**src/rtl/sbr_pkg.sv**
```systemverilog
package sbr_pkg;
    typedef enum logic [0:0] {
        RX_LISTEN = 1'b0,
        RX_STALL  = 1'b1
    } rx_state_e;
endpackage

```
**src/rtl/sbr_sync.sv**
```systemverilog
module sbr_sync #(
    parameter int WIDTH  = 3,
    parameter int STAGES = 2
) (
    input  logic             clk,
    input  logic             rst_n,
    input  logic [WIDTH-1:0] async_in,
    output logic [WIDTH-1:0] sync_out
);
    logic [WIDTH-1:0] chain [STAGES];

    generate
        for (genvar s = 0; s < STAGES; s++) begin : g_stage
            if (s == 0) begin : g_first
                always_ff @(posedge clk or negedge rst_n) begin
                    if (!rst_n) chain[0] <= '0;
                    else        chain[0] <= async_in;
                end
            end else begin : g_next
                always_ff @(posedge clk or negedge rst_n) begin
                    if (!rst_n) chain[s] <= '0;
                    else        chain[s] <= chain[s-1];
                end
            end
        end
    endgenerate

    assign sync_out = chain[STAGES-1];
endmodule

```
**src/rtl/sbr_status_reg.sv**
```systemverilog
module sbr_status_reg (
    input  logic clk,
    input  logic rst_n,
    input  logic stat_in,
    output logic stat_out
);
    always_ff @(posedge clk or negedge rst_n) begin
        if (!rst_n) stat_out <= 1'b0;
        else        stat_out <= stat_in;
    end
endmodule

```
**src/rtl/sbr_assemble.sv**
```systemverilog
module sbr_assemble
    import sbr_pkg::*;
#(
    parameter int BYTE_W = 8
) (
    input  logic              clk,
    input  logic              rst_n,
    input  logic              stb_lvl,
    input  logic              mode_in,
    input  logic              bit_in,
    input  logic              ready,
    output logic              ack,
    output logic              out_valid,
    output logic [BYTE_W-1:0] out_byte,
    output logic              out_cmd
);
    localparam int CNT_W = (BYTE_W > 2) ? $clog2(BYTE_W) : 1;
    localparam logic [CNT_W-1:0] LAST_IDX = CNT_W'(BYTE_W - 1);

    rx_state_e         state_q, state_d;
    logic              stb_seen;
    logic              cur_mode;
    logic [CNT_W-1:0]  cnt;
    logic [BYTE_W-1:0] shreg;
    logic              take;
    logic              restart;

    assign take    = (state_q == RX_LISTEN) && (stb_lvl != stb_seen);
    assign restart = (cnt != '0) && (mode_in != cur_mode);

    // state register
    always_ff @(posedge clk or negedge rst_n) begin
        if (!rst_n) state_q <= RX_LISTEN;
        else        state_q <= state_d;
    end

    // transitions
    always_comb begin
        state_d = state_q;
        unique case (state_q)
            RX_LISTEN: if (take)  state_d = RX_STALL;   // bit taken
            RX_STALL:  if (ready) state_d = RX_LISTEN;  // ready seen
            default:              state_d = RX_LISTEN;
        endcase
    end

    // datapath and outputs
    always_ff @(posedge clk or negedge rst_n) begin
        if (!rst_n) begin
            stb_seen  <= 1'b0;
            cur_mode  <= 1'b0;
            cnt       <= '0;
            shreg     <= '0;
            ack       <= 1'b0;
            out_valid <= 1'b0;
            out_byte  <= '0;
            out_cmd   <= 1'b0;
        end else begin
            out_valid <= 1'b0;
            if (take) begin
                stb_seen <= stb_lvl;
                if (cnt == '0 || restart) begin
                    cur_mode <= mode_in;
                    shreg    <= {bit_in, {(BYTE_W-1){1'b0}}};
                    cnt      <= CNT_W'(1);
                end else if (cnt == LAST_IDX) begin
                    out_byte  <= {bit_in, shreg[BYTE_W-1:1]};
                    out_cmd   <= cur_mode;
                    out_valid <= 1'b1;
                    cnt       <= '0;
                end else begin
                    shreg <= {bit_in, shreg[BYTE_W-1:1]};
                    cnt   <= cnt + CNT_W'(1);
                end
            end
            if (state_q == RX_STALL && ready) begin
                ack <= stb_seen;
            end
        end
    end
endmodule

```
**src/rtl/strobe_byte_rx.sv**
```systemverilog
module strobe_byte_rx #(
    parameter int BYTE_W      = 8,
    parameter int SYNC_STAGES = 2
) (
    input  logic              clk,
    input  logic              rst_n,
    input  logic              host_stb,
    input  logic              host_mode,
    input  logic              host_bit,
    output logic              host_ack,
    output logic              host_stat,
    input  logic              cfg_status,
    input  logic              rx_ready,
    output logic              rx_valid,
    output logic [BYTE_W-1:0] rx_byte,
    output logic              rx_is_cmd
);
    logic [2:0] sync_vec;
    logic       stb_sync;
    logic       mode_sync;
    logic       bit_sync;

    sbr_sync #(.WIDTH(3), .STAGES(SYNC_STAGES)) u_sync (
        .clk      (clk),
        .rst_n    (rst_n),
        .async_in ({host_stb, host_mode, host_bit}),
        .sync_out (sync_vec)
    );

    assign {stb_sync, mode_sync, bit_sync} = sync_vec;

    sbr_assemble #(.BYTE_W(BYTE_W)) u_asm (
        .clk       (clk),
        .rst_n     (rst_n),
        .stb_lvl   (stb_sync),
        .mode_in   (mode_sync),
        .bit_in    (bit_sync),
        .ready     (rx_ready),
        .ack       (host_ack),
        .out_valid (rx_valid),
        .out_byte  (rx_byte),
        .out_cmd   (rx_is_cmd)
    );

    sbr_status_reg u_stat (
        .clk      (clk),
        .rst_n    (rst_n),
        .stat_in  (cfg_status),
        .stat_out (host_stat)
    );
endmodule

```
**config.mk**
```make
export PLATFORM = sky130hd
export DESIGN_NAME = strobe_byte_rx
export DESIGN_NICKNAME = d
export VERILOG_FILES = /design/src/rtl/sbr_pkg.sv /design/src/rtl/sbr_sync.sv /design/src/rtl/sbr_status_reg.sv /design/src/rtl/sbr_assemble.sv /design/src/rtl/strobe_byte_rx.sv
export SDC_FILE = /design/constraint.sdc
export NUM_CORES = 1
export LEC_CHECK = 0
export BUFFER_PORTS_ARGS = -buffer_cell sky130_fd_sc_hd__buf_2
export CORE_AREA = 10 10 56 58
export CTS_BUF_LIST = sky130_fd_sc_hd__clkbuf_4 sky130_fd_sc_hd__clkbuf_8
export DETAILED_ROUTE_END_ITERATION = 8
export DIE_AREA = 0 0 66 68
export PLACE_DENSITY_LB_ADDON = 0.3
export SKIP_CTS_REPAIR_TIMING = 1
export SYNTH_ARGS = -nofsm -noshare
export SYNTH_HDL_FRONTEND = slang
export SYNTH_SLANG_ARGS = --single-unit
```
**constraint.sdc**
```tcl
create_clock -name clk -period 3.3 [get_ports clk]
set_input_delay 0.165 -clock clk [delete_from_list [all_inputs] [get_ports clk]]
set_output_delay 0.165 -clock clk [all_outputs]
set_load 0.01 [all_outputs]
```
==> results.py <==
metrics = {
    "sta": {
        "slew_viol_final": 0,
        "tightest_slew_ps": 653.9,
        "fmax_mhz": 495.9,
        "worst_slack_ps": 1284,
        "finalCriticalPeriod_ps": 2016,
        "finalCritPeriodShare_pct": 61.10,
        "setup_viol": 0,
        "setup_tns_ps": 0,
        "slew_headroom_pct": 56.08,
        "rsz0062_at_grt": "false",
        "worst_clock_skew_ps": 7.928,
        "hold_viol_final": 0,
    },
    "placement": {
        "preCtsSetupSlack_ps": 1272,
        "dp_hpwl_mm": 1.298,
        "io_buffer_count": 18,
        "gp_congestion": 0.7242,
    },
    "clock_network": {
        "clk_latency_ps": 330,
        "cts_num_sinks": 31,
        "cts_buffers": 5,
        "h-tree-depth": 2,
        "clockBufferDepth": 2,
        "cts_tree": "yes",
        "clk_pin_slew_ps": 90,
        "cts-root-buf": "clkbuf_4",
    },
    "detailed_routing": {
        "dr.pass1.iters": 4,
        "vias_per_cell": 5.209,
        "drc": 0,
        "drt_iter0_markers": 15,
        "ant_nets": 0,
        "avgRoutedWirePerCell_um": 14.04,
        "num_vias": 698,
        "routed_wl_mm": 1.882,
    },
    "power_and_ir_drop": {
        "powerDensity_nw_per_um2": 729.9,
        "vdd_ir_drop_max_mv": 0.5477,
        "p_leak_nw": 0.7216,
    },
    "synthesis": {
        "synth_area_sq_um": 1181,
        "ys_types": 19,
        "synth_top_area_share_pct": 65.68,
        "syn-instance-count": 75,
        "yosys_warnings": 0,
        "synthTopCellsByArea": "dfrtp_1, mux2_2, a22o_1",
        "syn_nets": 85,
        "synth-seq-cells": 31,
        "synth.avg_cell_area_sq_um": 15.75,
        "ys_seq_area_share_pct": 65.68,
        "yosysTopAreaCell": "dfrtp_1",
    },
    "finish": {
        "mostFrequentLayoutCells": "dfrtp_1, buf_2, mux2_2",
        "nFillCells": 152,
        "final_common_cell": "dfrtp_1",
        "area_growth_pct": 22.14,
        "insertedDiodeCount": 0,
        "seq_area_sq_um": 775.7,
        "multi_input_area_sq_um": 390.4,
        "finalNetCount": 115,
        "final_layout_size_suffix_gt1_share_pct": 39.62,
    },
    "critical_path": {
        "path_delay_family": "simple AND/OR/NAND/NOR gates",
        "crit_slowest_cell": "nor4_4",
        "cpPeakStageDelay_ps": 650,
        "cp_max_fo": 10,
        "path_class": "reg2reg",
        "end_kind": "register",
        "start_kind": "register",
        "rr_worst_depth": 5,
        "crit_required_ps": 3520,
        "cp_num_buf_inv": 1,
        "crit_chain": "inv_1 > ha_1 > nor2b_1 > nor4_4 > mux2_2",
        "cp_num_cells": 5,
        "critPathArrivalTime_ps": 2230,
    },
    "global_routing": {
        "grt.total_usage_pct": 9.345,
        "grt_max_degree": 32,
        "antenna_found_initial": 0,
        "grt-ovfl-total": 0,
        "grt_pass1_vias": 715,
        "grt_pass1_wl_mm": 3.111,
    },
    "job": {
        "drv_cap": 0,
    },
    "floorplanning": {
        "core.rowCount": 17,
        "dieHeight_um": 68,
        "die_w_um": 66,
        "ios": 19,
        "start_util_pct": 56.09,
        "core_sq_um": 2106,
        "die-area_sq_um": 4488,
    },
    "status": {
        "outcome": "finished, final reports clean",
    },
    "worst_hold_path": {
        "holdPathStages": 3,
        "hp-class": "in2reg",
    },
}
-- per-layer routing --
metal  up-vias  GRT usage (%)  routed length [um]
li1        330              -                   -
met1       344          9.207                 793
met2        19          13.65                 854
met3         5          7.504                 190
met4         0          5.497                  44
met5         -              0                   0
-- flip-flops by register name (all words and copies together), names as in the netlist --
signal           count
u_asm.cnt            3
u_asm.out_byte       8
u_sync.sync_out      3
u_stat.stat_out      1
u_asm.out_cmd        1
u_asm.stb_seen       1
u_asm.out_valid      1
u_asm.shreg          7
u_asm.cur_mode       1
u_sync.chain         3
u_asm.ack            1
u_asm.state_q        1
-- report_power, final --
group,switching [W],internal (W),total (W)
Combinational,0.000140,0.000111,0.000250
Sequential,0.0000553,0.000445,0.000501
Clock,0.000123,0.000179,0.000302
-- through the flow --
step                hold WS, ps  total power, W  utilization, %  instance area [sq um]  cells
global route              131.3        0.001124           68.51                   1443    134
detailed placement        230.7       0.0007571           62.03                   1306    121
floorplan                -130.6       0.0006900               -                   1181     75
CTS                      -128.9        0.001061           66.13                   1393    129
global placement          230.4       0.0007443           62.03                   1306    121
finish                    128.0        0.001053           68.51                   1443    134
-- path summary, 6_finish.rpt --
check	from	to	slack [ps]
setup / recovery	u_asm.cnt[0]	u_asm.out_byte[1]	1280
min in group asynchronous	rst_n	u_asm.shreg[3]	400
max in group asynchronous	rst_n	u_asm.out_byte[2]	2480
hold / removal	rx_ready	u_asm.state_q	130
hold reg to reg	u_sync.chain[5]	u_sync.sync_out[2]	360
setup reg to reg	u_asm.cnt[0]	u_asm.out_byte[1]	1280
-- synth_stat cells --
library cell  count
a22o_1            7
mux2_2           13
o311ai_2          1
ha_1              3
a21boi_0          1
nor4b_2           1
nor2b_1           1
o21ai_0           2
xor2_1            2
a32o_1            1
or2b_1            1
a211oi_1          1
nand2_1           2
dfrtp_1          31
nor4_1            1
xnor2_1           1
inv_1             4
nor2_1            1
nor4_4            1
-- worst register-to-register path, stage by stage, from the launching register on --
cell,delay [ps]
dfrtp_1,380
inv_1,70
ha_1,180
nor2b_1,210
nor4_4,660
mux2_2,410
-- cells by family after synthesis --
family / Yosys count / share of synthesized area [%]
AND/OR/NAND/NOR: 8 / 5.721
XOR/XNOR: 3 / 2.225
buffers and inverters: 4 / 1.271
AO/OA/AOI/OAI: 13 / 9.535
flip-flops: 31 / 65.68
adder cells (fa/ha/maj): 3 / 3.178
multiplexers: 13 / 12.39
-- area by class of cell --
cell class | instances | share of cell area [%]
clock buffer | 6 | 3.556
timing repair buffer | 23 | 9.714
clock inverter | 2 | 2.428
inverter | 4 | 1.041
sequential | 31 | 53.77
tap | 28 | 2.428
multi-input combinational | 40 | 27.06
(Power assumes the default switching activity.)
